## config.mk

```make
export PLATFORM = sky130hd
export DESIGN_NAME = gpio_pin_irq_bank
export DESIGN_NICKNAME = d
export VERILOG_FILES = /design/src/rtl/gpio_irq_pkg.sv /design/src/rtl/gpio_irq_sync.sv /design/src/rtl/gpio_irq_cfg.sv /design/src/rtl/gpio_irq_detect.sv /design/src/rtl/gpio_pin_irq_bank.sv
export SDC_FILE = /design/constraint.sdc
export NUM_CORES = 1
export LEC_CHECK = 0
export ABC_AREA = 0
export BUFFER_PORTS_ARGS = -buffer_cell sky130_fd_sc_hd__buf_2
export CELL_PAD_IN_SITES_DETAIL_PLACEMENT = 0
export CELL_PAD_IN_SITES_GLOBAL_PLACEMENT = 1
export CORE_ASPECT_RATIO = 1.25
export CORE_MARGIN = 1
export CORE_UTILIZATION = 45
export DETAILED_ROUTE_END_ITERATION = 10
export PLACE_DENSITY_LB_ADDON = 0.1
export SLEW_MARGIN = 0
export SYNTH_ARGS = -nofsm -noshare
export SYNTH_HDL_FRONTEND = slang
export SYNTH_SLANG_ARGS = --single-unit
```

## constraint.sdc

```tcl
create_clock -name clk -period 2.1 [get_ports clk]
set_input_delay 0.42 -clock clk [delete_from_list [all_inputs] [get_ports clk]]
set_output_delay 0.42 -clock clk [all_outputs]
set_load 0.1 [all_outputs]
```

## src/rtl/gpio_irq_pkg.sv

```systemverilog
// Shared register addresses for the GPIO bank interrupt controller.
// Assumes a 3-bit word address; the numbering is part of the bus contract.
package gpio_irq_pkg;
    localparam int ADDR_W = 3;

    typedef enum logic [ADDR_W-1:0] {
        RA_MASK    = 3'd0,
        RA_UNMASK  = 3'd1,
        RA_SETMASK = 3'd2,
        RA_PEND    = 3'd3,
        RA_KIND    = 3'd4,
        RA_POL     = 3'd5,
        RA_BOTH    = 3'd6,
        RA_SPARE   = 3'd7
    } reg_addr_e;
endpackage

```

## src/rtl/gpio_irq_sync.sv

```systemverilog
// Two-flop synchroniser for a vector of asynchronous pin inputs.
// Assumes each bit is independent; there is no bus-coherence guarantee across bits.
module gpio_irq_sync #(
    parameter int PIN_W = 32
) (
    input  logic             clk,
    input  logic             rst_n,
    input  logic [PIN_W-1:0] async_i,
    output logic [PIN_W-1:0] sync_o
);
    logic [PIN_W-1:0] meta_q;
    logic [PIN_W-1:0] sync_q;

    // Purpose: two register stages to resolve metastability.
    always_ff @(posedge clk) begin
        if (!rst_n) begin
            meta_q <= '0;
            sync_q <= '0;
        end else begin
            meta_q <= async_i;
            sync_q <= meta_q;
        end
    end

    assign sync_o = sync_q;
endmodule

```

## src/rtl/gpio_irq_cfg.sv

```systemverilog
// Configuration and mask registers for one pin bank.
// The mask is changed only through set-only and clear-only writes.
// The type, polarity and both-edges words are replaced whole on a write.
// Assumes at most one write per cycle.
module gpio_irq_cfg
    import gpio_irq_pkg::*;
#(
    parameter int PIN_W = 32
) (
    input  logic              clk,
    input  logic              rst_n,
    input  logic              we_i,
    input  logic [ADDR_W-1:0] addr_i,
    input  logic [PIN_W-1:0]  wdata_i,
    output logic [PIN_W-1:0]  mask_o,
    output logic [PIN_W-1:0]  kind_o,
    output logic [PIN_W-1:0]  pol_o,
    output logic [PIN_W-1:0]  both_o
);
    logic [PIN_W-1:0] mask_q, kind_q, pol_q, both_q;

    // Purpose: apply register writes; reset masks every pin and zeroes the configuration.
    always_ff @(posedge clk) begin
        if (!rst_n) begin
            mask_q <= '1;
            kind_q <= '0;
            pol_q  <= '0;
            both_q <= '0;
        end else if (we_i) begin
            case (reg_addr_e'(addr_i))
                RA_UNMASK:  mask_q <= mask_q & ~wdata_i;
                RA_SETMASK: mask_q <= mask_q | wdata_i;
                RA_KIND:    kind_q <= wdata_i;
                RA_POL:     pol_q  <= wdata_i;
                RA_BOTH:    both_q <= wdata_i;
                default:    ;
            endcase
        end
    end

    assign mask_o = mask_q;
    assign kind_o = kind_q;
    assign pol_o  = pol_q;
    assign both_o = both_q;


    unmask_write_chk: assert property (@(posedge clk) disable iff (!rst_n)
        (we_i && addr_i == RA_UNMASK) |=> ((mask_q & $past(wdata_i)) == '0));


    setmask_write_chk: assert property (@(posedge clk) disable iff (!rst_n)
        (we_i && addr_i == RA_SETMASK) |=> ((mask_q & $past(wdata_i)) == $past(wdata_i)));


    mask_hold_chk: assert property (@(posedge clk) disable iff (!rst_n)
        !(we_i && (addr_i == RA_UNMASK || addr_i == RA_SETMASK)) |=> $stable(mask_q));
endmodule

```

## src/rtl/gpio_irq_detect.sv

```systemverilog
// Per-pin event detector. The input is the synchronised pin vector; the
// module keeps its value from one clock earlier to find edges. A level pin
// reports an event in every cycle its active level is present.
module gpio_irq_detect #(
    parameter int PIN_W = 32
) (
    input  logic             clk,
    input  logic             rst_n,
    input  logic [PIN_W-1:0] cur_i,
    input  logic [PIN_W-1:0] kind_i,
    input  logic [PIN_W-1:0] pol_i,
    input  logic [PIN_W-1:0] both_i,
    output logic [PIN_W-1:0] evt_o
);
    logic [PIN_W-1:0] prev_q;

    // Purpose: remember last cycle's synchronised value for edge comparison.
    always_ff @(posedge clk) begin
        if (!rst_n) prev_q <= '0;
        else        prev_q <= cur_i;
    end

    for (genvar g = 0; g < PIN_W; g++) begin : g_pin
        logic rise, fall;
        assign rise = cur_i[g] & ~prev_q[g];
        assign fall = ~cur_i[g] & prev_q[g];
        assign evt_o[g] = kind_i[g]
                        ? (both_i[g] ? (rise | fall) : (pol_i[g] ? rise : fall))
                        : ~(cur_i[g] ^ pol_i[g]);
    end


    edge_needs_change_chk: assert property (@(posedge clk) disable iff (!rst_n)
        ((evt_o & kind_i & ~(cur_i ^ prev_q)) == '0));
endmodule

```

## src/rtl/gpio_pin_irq_bank.sv

```systemverilog
// Top level of the GPIO bank interrupt controller. It ties the synchroniser,
// detector and configuration registers together. It holds the sticky pending
// word, decodes reads and forms the bank interrupt. In any one cycle a new
// event takes priority over a clear of the same bit.
module gpio_pin_irq_bank
    import gpio_irq_pkg::*;
#(
    parameter int PIN_W = 32
) (
    input  logic              clk,
    input  logic              rst_n,
    input  logic [PIN_W-1:0]  pin_i,
    input  logic [ADDR_W-1:0] bus_addr,
    input  logic              bus_we,
    input  logic [PIN_W-1:0]  bus_wdata,
    output logic [PIN_W-1:0]  bus_rdata,
    output logic              irq_o
);
    logic [PIN_W-1:0] pin_s, evt, mask, kind, pol, both;
    logic [PIN_W-1:0] pend_q, clr_bits;

    gpio_irq_sync #(.PIN_W(PIN_W)) u_sync (
        .clk     (clk),
        .rst_n   (rst_n),
        .async_i (pin_i),
        .sync_o  (pin_s)
    );

    gpio_irq_detect #(.PIN_W(PIN_W)) u_detect (
        .clk    (clk),
        .rst_n  (rst_n),
        .cur_i  (pin_s),
        .kind_i (kind),
        .pol_i  (pol),
        .both_i (both),
        .evt_o  (evt)
    );

    gpio_irq_cfg #(.PIN_W(PIN_W)) u_cfg (
        .clk     (clk),
        .rst_n   (rst_n),
        .we_i    (bus_we),
        .addr_i  (bus_addr),
        .wdata_i (bus_wdata),
        .mask_o  (mask),
        .kind_o  (kind),
        .pol_o   (pol),
        .both_o  (both)
    );

    assign clr_bits = (bus_we && bus_addr == RA_PEND) ? bus_wdata : '0;

    // Purpose: sticky pending bits, cleared by write-one, with set winning over clear.
    always_ff @(posedge clk) begin
        if (!rst_n) pend_q <= '0;
        else        pend_q <= (pend_q & ~clr_bits) | evt;
    end

    // Purpose: read-data decode; write-only and spare addresses read zero.
    always_comb begin
        case (reg_addr_e'(bus_addr))
            RA_MASK: bus_rdata = mask;
            RA_PEND: bus_rdata = pend_q;
            RA_KIND: bus_rdata = kind;
            RA_POL:  bus_rdata = pol;
            RA_BOTH: bus_rdata = both;
            default: bus_rdata = '0;
        endcase
    end

    assign irq_o = |(pend_q & ~mask);


    pend_clear_chk: assert property (@(posedge clk) disable iff (!rst_n)
        (bus_we && bus_addr == RA_PEND)
        |=> ((pend_q & $past(bus_wdata) & ~$past(evt)) == '0));


    event_sets_chk: assert property (@(posedge clk) disable iff (!rst_n)
        (|evt) |=> ((pend_q & $past(evt)) == $past(evt)));


    pend_sticky_chk: assert property (@(posedge clk) disable iff (!rst_n)
        1'b1 |=> ((($past(pend_q) & ~$past(clr_bits)) & ~pend_q) == '0));


    irq_quiet_chk: assert property (@(posedge clk) disable iff (!rst_n)
        (mask == '1) |-> !irq_o);
endmodule

```

Yosys cells after proc, flatten, opt, wreduce, memory -nomap -nowiden:

Cells that the tools add are included.
Widths: inputs -> output; s select.

* latch bits: 0
* memories: 0
* memory bits (read-only): 0
* register bits after elaboration: 256
* output and inout port bits: 33
* memory bits (writable): 0
* input port bits: 70
* word-level logic and storage cells: 353

* magnitude comparators: 0
* bitwise operators: 232
* reduce and logical (&&, ||, !) cells: 8
* add/sub/neg operators: 0
* equal/unequal tests: 6
* div/mod/pow operators: 0
* multipliers: 0
* mux-type cells: 99
* shifts and indexed selects: 0

Operator list (count)
* $pmux 32 s5: 1
* $and 32x32->32: 3
* $mux 1: 96
* $not 1->1: 96
* $not 32->32: 3
* $and 1x1->1: 64
* $or 32x32->32: 2
* $pmux 32 s2: 1
* $mux 32: 1
* $or 1x1->1: 32
* $reduce_or 32->1: 1
* $xor 1x1->1: 32
* $eq 3x3->1 const B: 3
* $reduce_and 2->1: 4
* $eq 3x2->1 const B: 2
* $eq 3x1->1 const B: 1
* $logic_not 3->1: 1
* $reduce_bool 2->1: 1
* $logic_and 1x1->1: 1

Depth between registers and ports, before layout:

Gate-level depths: netlist of the first run.

* word-level depth: 6
* depth in mapped cells: 7
* gate-level depth less buffers: 6

By module:

Synthesis of the first run repeated with hierarchy kept, for this count alone.

* cell total of the unflattened synthesis: 1432
* area total of the unflattened synthesis: 12801.0 µm²

Modules (own cells, without submodules)
* gpio_irq_cfg: area each 5027.3 µm², times used 1, cells an instance 597, sequential area each 2562.5 µm²
* gpio_irq_detect: area each 3334.4 µm², times used 1, cells an instance 355, sequential area each 640.6 µm²
* gpio_pin_irq_bank: area each 2647.5 µm², times used 1, cells an instance 346, sequential area each 640.6 µm²
* gpio_irq_sync: area each 1791.7 µm², times used 1, cells an instance 134, sequential area each 1281.2 µm²

Least setup slack after synthesis of the first run:

No wires, ideal clock.

* path kind: input to output
* start point: input bus_addr[2]
* end point: output bus_rdata[10]
* setup slack: -1086 ps
* data arrival time: 2766 ps
* required time: 1680 ps
* cell stages on the path: 6
* buffers on the path: 3
* cell sequence: buf_2 nor2b_1 clkbuf_1 clkbuf_1 a22oi_1 a21oi_1

* longest elaborated chain between the ends: 2
* elaborated cells between the ends (all ways): 6
* classes of those cells: eq/ne (4); mux (1); reduce/logical (1)

RTL lines
* start, declared: RTL line gpio_pin_irq_bank.sv:13 `input logic [ADDR_W-1:0] bus_addr,`
* $eq 3x3->1 (tied with other cells): RTL line gpio_pin_irq_bank.sv:61 `case (reg_addr_e'(bus_addr))`
* $pmux 32 s5 (*): RTL line gpio_pin_irq_bank.sv:61
* end, declared: RTL line gpio_pin_irq_bank.sv:16 `output logic [PIN_W-1:0] bus_rdata,`

Mark *: on every way between the ends. The rest lies on a longest branch, timed or not.

Worst setup path in the final report of the first run:

* start point: register pend_q[29]
* end point: output irq_o

* longest elaborated chain between the ends: 2

RTL lines
* start, declared: RTL line gpio_pin_irq_bank.sv:20 `logic [PIN_W-1:0] pend_q, clr_bits;`
* start signal, assigned: RTL line gpio_pin_irq_bank.sv:56 `else pend_q <= (pend_q & ~clr_bits) | evt;`
* $and 32x32->32: RTL line gpio_pin_irq_bank.sv:71 `assign irq_o = |(pend_q & ~mask);`
* $reduce_or 32->1: RTL line gpio_pin_irq_bank.sv:71
* end, declared: RTL line gpio_pin_irq_bank.sv:17 `output logic irq_o`

Every way passes these cells.

==> flow_metrics.tcl, run 1 <==
set metrics [dict create \
    outcome "finished with violations" \
    failed_checks "negative setup slack" \
    num_rows 65 \
    cts_sinks 256 \
    ys_warn_count 0 \
    ant_nets 0 \
    power_density_nw_per_um2 806 \
    start_kind "flop" \
    cp_num_buf_inv 2 \
    drtPass1Iterations 5 \
    synthesis.instances 1371 \
    r2r_slack_ps 580 \
    r2r_end "pend_q[29]$_SDFF_PN0_" \
    hold_depth 2 \
    place_ws_ps -85.4 \
    gp_congestion 0.810 \
    io_pins 103 \
    drt-total-wl_um 33600 \
    crit_family "simple AND/OR/NAND/NOR gates" \
    grt_antenna_before_repair 0 \
    slew_headroom_pct 40.6 \
    ys_types 32 \
    clock.fmax_ghz 0.443 \
    hp-class "primary input to flop" \
    nets 1624 \
    crit_slowest_cell "dfxtp_2" \
    wl_per_cell_um 18.2 \
    seq_area_frac_synth_pct 43.8 \
    crit_type "flop to output port" \
    placed_area_um2 13900 \
    initial_core_util_pct 46.1 \
    syn_avg_cell_area_um2 8.53 \
    finalInstanceArea_um2 15200 \
    diodes 0 \
    cp_cell_sequence "inv_2 > o22ai_2 > nor4_2 > nand4_1 > buf_8" \
    worstSetupPathDepth 5 \
    grt_max_degree 97 \
    netlist_area_um2 11700 \
    synthFlopType "dfxtp_1" \
    core_region_area_um2 25400 \
    clock_latency_ps 540 \
    die_height_um 182 \
    cts_max_path_buffers 3 \
    via_per_inst 5.35 \
    crit_path_start "pend_q[29]$_SDFF_PN0_" \
    max_stage_delay_ps 320 \
    die_x_um 146 \
    h-tree-depth 1 \
    cts_buffers 28 \
    worst_setup_path_end_kind "output port" \
    hold_violations 0 \
    area_growth_syn_to_layout_pct 29.5 \
    worstMarginPinSlew_ps 889 \
    seqCellArea_um2 5180 \
    leakage_nw 5.91 \
    grt_pass1_vias 9556 \
    min_period_ps 2260 \
    multi_input_area_um2 6430 \
    maxSlewViolCount 0 \
    synth_enable_flop_cells 0 \
    drcViolationCount 0 \
    vias 9886 \
    clkTransAtPathRegs_ps 60 \
    rr_worst_depth 6 \
    setup_viol 2 \
    worstPathArrival_ps 1840 \
    die_area_um2 26600 \
    ys_seq_elements 256 \
    layout-drive-gt1-share_pct 25.4 \
    drtIter0Drc 644 \
    grt_setup_unrepaired "true" \
    grt_pass1_wl_um 52600 \
    grt_usage_pct 25.1 \
    hold_ws_ps 73.5 \
    irDropWorstVdd_v 0.000631 \
    synthArstFlopShare_pct 0 \
    path_max_fanout 2 \
    power.total_mw 12.2 \
    worst_slack_ps -157 \
    cts_root_buf "clkbuf_16" \
    min_period_over_period_pct 107 \
    fin_skew_ps 9.00 \
    nFillCells 2233 \
    cts_tree "built" \
    cp-endpoint "irq_o" \
    dp_cells 1791 \
    worstReg2RegStart "u_sync.sync_o[29]$_SDFF_PN0_" \
    ctsHoldBuffers 0 \
    syn-num-nets 1505 \
    drv_cap 0 \
    critPathRequiredTime_ps 1680 \
    dp_hpwl_um 22400 \
    grt_overflow 0 \
    port_buffers 102 \
    fin_cells 1847 \
]
power breakdown:
group,switching [mW],leakage [nW],internal (mW)
clock,1.99,0.477,3.13
sequential,0.141,2.10,5.04
combinational,1.18,3.34,0.730
total,3.31,5.91,8.91
cells in the final DEF (no fill, tap or decap), types with 32 or more instances in the layout:
master    Yosys  layout
and2_1       65      65
ha_1         64      64
buf_4         3      54
dfxtp_2       0      37
a22oi_1      32      32
nand2_1     258     258
o211ai_1     32      32
a21oi_4       0      32
nor2_1       67      64
o21ai_0      32      32
buf_2        29      66
o21a_1       32      32
dfxtp_1     256     216
buf_12        0      50
a221o_1      32      32
a21oi_1     160     128
inv_1        96      82
mux2_2       32      32
xor2_1       32      32
kinds of logic after synthesis:
family | synth area share, %
flops | 43.8
simple gates | 14.8
buf+inv | 6.21
xor+xnor | 2.40
fa+ha+maj | 6.85
mux | 5.82
compound gates | 20.1
area by class of cell:
| class | instances | share of cell area [%] |
|---|---|---|
| flip-flops and latches | 256 | 34.2 |
| well taps | 335 | 2.77 |
| clock buffers | 42 | 5.57 |
| clock inverters | 10 | 0.859 |
| repair buffers | 173 | 11.7 |
| inverters | 97 | 2.44 |
| multi-input cells | 934 | 42.5 |
per-stage QoR:
stage          TNS [ps]  utilization [%]
3_3_place_gp       -233             54.6
2_1_floorplan         0                -
4_1_cts            -239             59.3
6_report           -241             59.7
5_1_grt            -708             59.7
3_5_place_dp       -796             54.6
worst register-to-register path: cells and delay by family (launching register included):
kind	cells	cell delay, ps
AO/OA/AOI/OAI	3	520
flip-flops	1	370
multiplexers	1	260
adder cells (fa/ha/maj)	1	180
buffers and inverters	1	70
cell usage after synthesis, types with 4 or more instances:
cell | count | area [µm²]
mux2_2 | 32 | 360
buf_2 | 29 | 145
a21oi_1 | 160 | 801
inv_1 | 96 | 360
and2_1 | 65 | 407
a22oi_1 | 32 | 240
nor4_1 | 4 | 25.0
a221o_1 | 32 | 320
ha_1 | 64 | 801
a211oi_1 | 32 | 240
o21a_1 | 32 | 240
o211ai_1 | 32 | 240
o22ai_1 | 16 | 100
clkbuf_1 | 50 | 188
o21ai_0 | 32 | 160
nor2_1 | 67 | 251
xor2_1 | 32 | 280
nand2_1 | 258 | 968
dfxtp_1 | 256 | 5120
mux2i_1 | 32 | 320
timing repair:
item,in CTS,in global routing
setup buffers,4,2
pin swaps,20,20
setup endpoints to repair,31,30
gates resized for setup,68,34
per-layer routing:
metal | share of wire [%] | track usage [%] | up-vias
met3 | 5.2 | 3.28 | 70
met5 | 0 | 0 | -
li1 | - | - | 4893
met4 | 3.4 | 8.92 | 0
met1 | 43 | 31.5 | 4671
met2 | 48 | 43.9 | 252
how the worst min path moves through the flow:
| stage | from | end | slack (ps) |
|---|---|---|---|
| 3_3_place_gp | u_sync.meta_q[3]$_SDFF_PN0_ | u_sync.sync_o[3]$_SDFF_PN0_ | 410 |
| 6_report | pin_i[31] | u_sync.meta_q[31]$_SDFF_PN0_ | 70 |
| 3_5_place_dp | u_sync.meta_q[14]$_SDFF_PN0_ | u_sync.sync_o[14]$_SDFF_PN0_ | 420 |
| 2_1_floorplan | u_sync.meta_q[0]$_SDFF_PN0_ | u_sync.sync_o[0]$_SDFF_PN0_ | 410 |
| 4_1_cts | pin_i[31] | u_sync.meta_q[31]$_SDFF_PN0_ | 60 |
| 5_1_grt | pin_i[18] | u_sync.meta_q[18]$_SDFF_PN0_ | 70 |
Note: power is estimated with default switching activity, not from simulation.
==> run 2, diff against run 1 <==
- PLACE_DENSITY_LB_ADDON: 0.1 -> 0.12
- clock period: 2.1 -> 2.4 ns (I/O delays scaled with it)
==> run 2 against run 1 <==
  * The flow now finishes without violations
  * Sequential share of layout area up 0.94 points
  * Final area shrank 3.4%
  * Final cell count decreased by 1.4%
  * Highest routed layer unchanged
  * Register-to-register slack gained 300 ps
  * Hold slack improved by 63 ps
  * Global-route usage up 0.12 points
  * Largest cell class unchanged
  * Combinational power fell by 17%
==> flow_metrics.tcl, run 2 (same netlist as run 1, synthesis figures left out) <==
set metrics [dict create \
    r2r_slack_ps 880 \
    drcViolationCount 0 \
    grt_setup_unrepaired "true" \
    io_pins 103 \
    grt_usage_pct 25.2 \
    ant_nets 0 \
    final_cell_mix "nand2_1 (258), dfxtp_1 (245), a21oi_1 (128), inv_1 (81), buf_2 (67)" \
    cts_sinks 256 \
    area_growth_syn_to_layout_pct 25.1 \
    h-tree-depth 1 \
    crit_slowest_cell "dfxtp_2" \
    crit_family "simple AND/OR/NAND/NOR gates" \
    critPathRequiredTime_ps 1920 \
    worst_slack_ps 14.8 \
    outcome "completed" \
    crit_type "flop to output port" \
    die_height_um 182 \
    hold_violations 0 \
    drtIter0Drc 556 \
    hp-class "primary input to flop" \
    rr_worst_depth 6 \
    min_period_ps 2390 \
    utilization_pct 57.7 \
    min_period_over_period_pct 99.4 \
    die_x_um 146 \
    port_buffers 102 \
    irDropWorstVdd_v 0.000622 \
    cts_max_path_buffers 3 \
    grt_overflow 0 \
    num_rows 65 \
    min-delay-start "pin_i[19]" \
    setup_viol 0 \
    power_density_nw_per_um2 719 \
    cts_tree "built" \
    dp_hpwl_um 22300 \
    wl_per_cell_um 18.3 \
    min_to "u_sync.meta_q[19]$_SDFF_PN0_" \
    vias 9923 \
    place_ws_ps 96.8 \
    drtPass1Iterations 5 \
    gp_congestion 0.808 \
    hold_ws_ps 137 \
    worstReg2RegStart "u_sync.sync_o[5]$_SDFF_PN0_" \
    cts_root_buf "clkbuf_16" \
    maxSlewViolCount 0 \
    grt_pass1_wl_um 53300 \
    power.total_mw 10.5 \
    clock.fmax_ghz 0.419 \
    grt_max_degree 97 \
    drv_cap 0 \
    fin_cells 1821 \
    clkTransAtPathRegs_ps 70 \
    cp_cell_sequence "inv_2 > o22ai_2 > nor4_2 > nand4_1 > buf_8" \
    diodes 0 \
    grt_pass1_vias 9590 \
    fin_skew_ps 8.76 \
    worst_setup_path_end_kind "output port" \
    layout_commonest_cell "nand2_1" \
    worstMarginPinSlew_ps 433 \
    drt-total-wl_um 33400 \
    die_area_um2 26600 \
    max_stage_delay_ps 330 \
    leakage_nw 5.72 \
    nets 1600 \
    clock_latency_ps 540 \
    dp_cells 1770 \
    start_kind "flop" \
    slew_headroom_pct 71.1 \
    r2r_end "pend_q[5]$_SDFF_PN0_" \
    layout-drive-gt1-share_pct 20.5 \
    path_max_fanout 2 \
    worstPathArrival_ps 1910 \
    cts_buffers 28 \
    initial_core_util_pct 46.1 \
    core_region_area_um2 25400 \
    hold_depth 2 \
    cp_num_buf_inv 2 \
    via_per_inst 5.45 \
    grt_antenna_before_repair 0 \
]
run 2: cell count changes in the layout (fill, tap and decap cells not counted), sizes merged:
cell | before | now
buf | 173 | 149
clkinvlp | 2 | 3
clkinv | 5 | 7
clkbuf | 42 | 37
bufinv | 3 | 2
inv | 97 | 98
run 2: area by class of cell:
class | count | area (µm²)
clock buffers | 37 | 816
clock inverters | 13 | 130
fillers | 2309 | 10700
flip-flops and latches | 256 | 5140
repair buffers | 149 | 1500
multi-input cells | 934 | 6260
inverters | 97 | 367
well taps | 335 | 419
run 2: worst max path at each step:
stage	startpoint	to	slack, ps	depth (start not counted)
after CTS	pend_q[14]$_SDFF_PN0_	irq_o	2	5
after global placement	bus_addr[2]	bus_rdata[9]	90	7
after floorplan	bus_addr[2]	bus_rdata[10]	-300	6
after detailed placement	bus_addr[2]	bus_rdata[11]	100	7
final	pend_q[5]$_SDFF_PN0_	irq_o	10	5
after global routing	pend_q[5]$_SDFF_PN0_	irq_o	-10	5
run 2: routing by layer:
| metal | vias to the layer above | share of wire, % | track usage [%] |
|---|---|---|---|
| met5 | - | 0 | 0 |
| met4 | 0 | 2.3 | 6.96 |
| met3 | 51 | 4.0 | 2.85 |
| met2 | 229 | 49 | 44.7 |
| met1 | 4804 | 44 | 32.1 |
| li1 | 4839 | - | - |
run 2: what timing repair did:
action / 4_1_cts / 5_1_grt
hold buffers: 0 / 0
pin swaps: 4 / 5
resized for setup: 13 / 27
endpoints found under the setup margin: 1 / 1
buffers inserted: 0 / 1
run 2: where the power goes:
part           switching [mW]  internal [mW]
Clock                    1.81           2.60
Sequential              0.121           4.41
Combinational            1.00          0.579
run 2: metrics by stage:
stage          cell area [µm²]  setup TNS, ps
2_1_floorplan            12000          -1520
3_3_place_gp             13600              0
3_5_place_dp             13600              0
4_1_cts                  14600              0
5_1_grt                  14600          -11.0
6_report                 14600              0
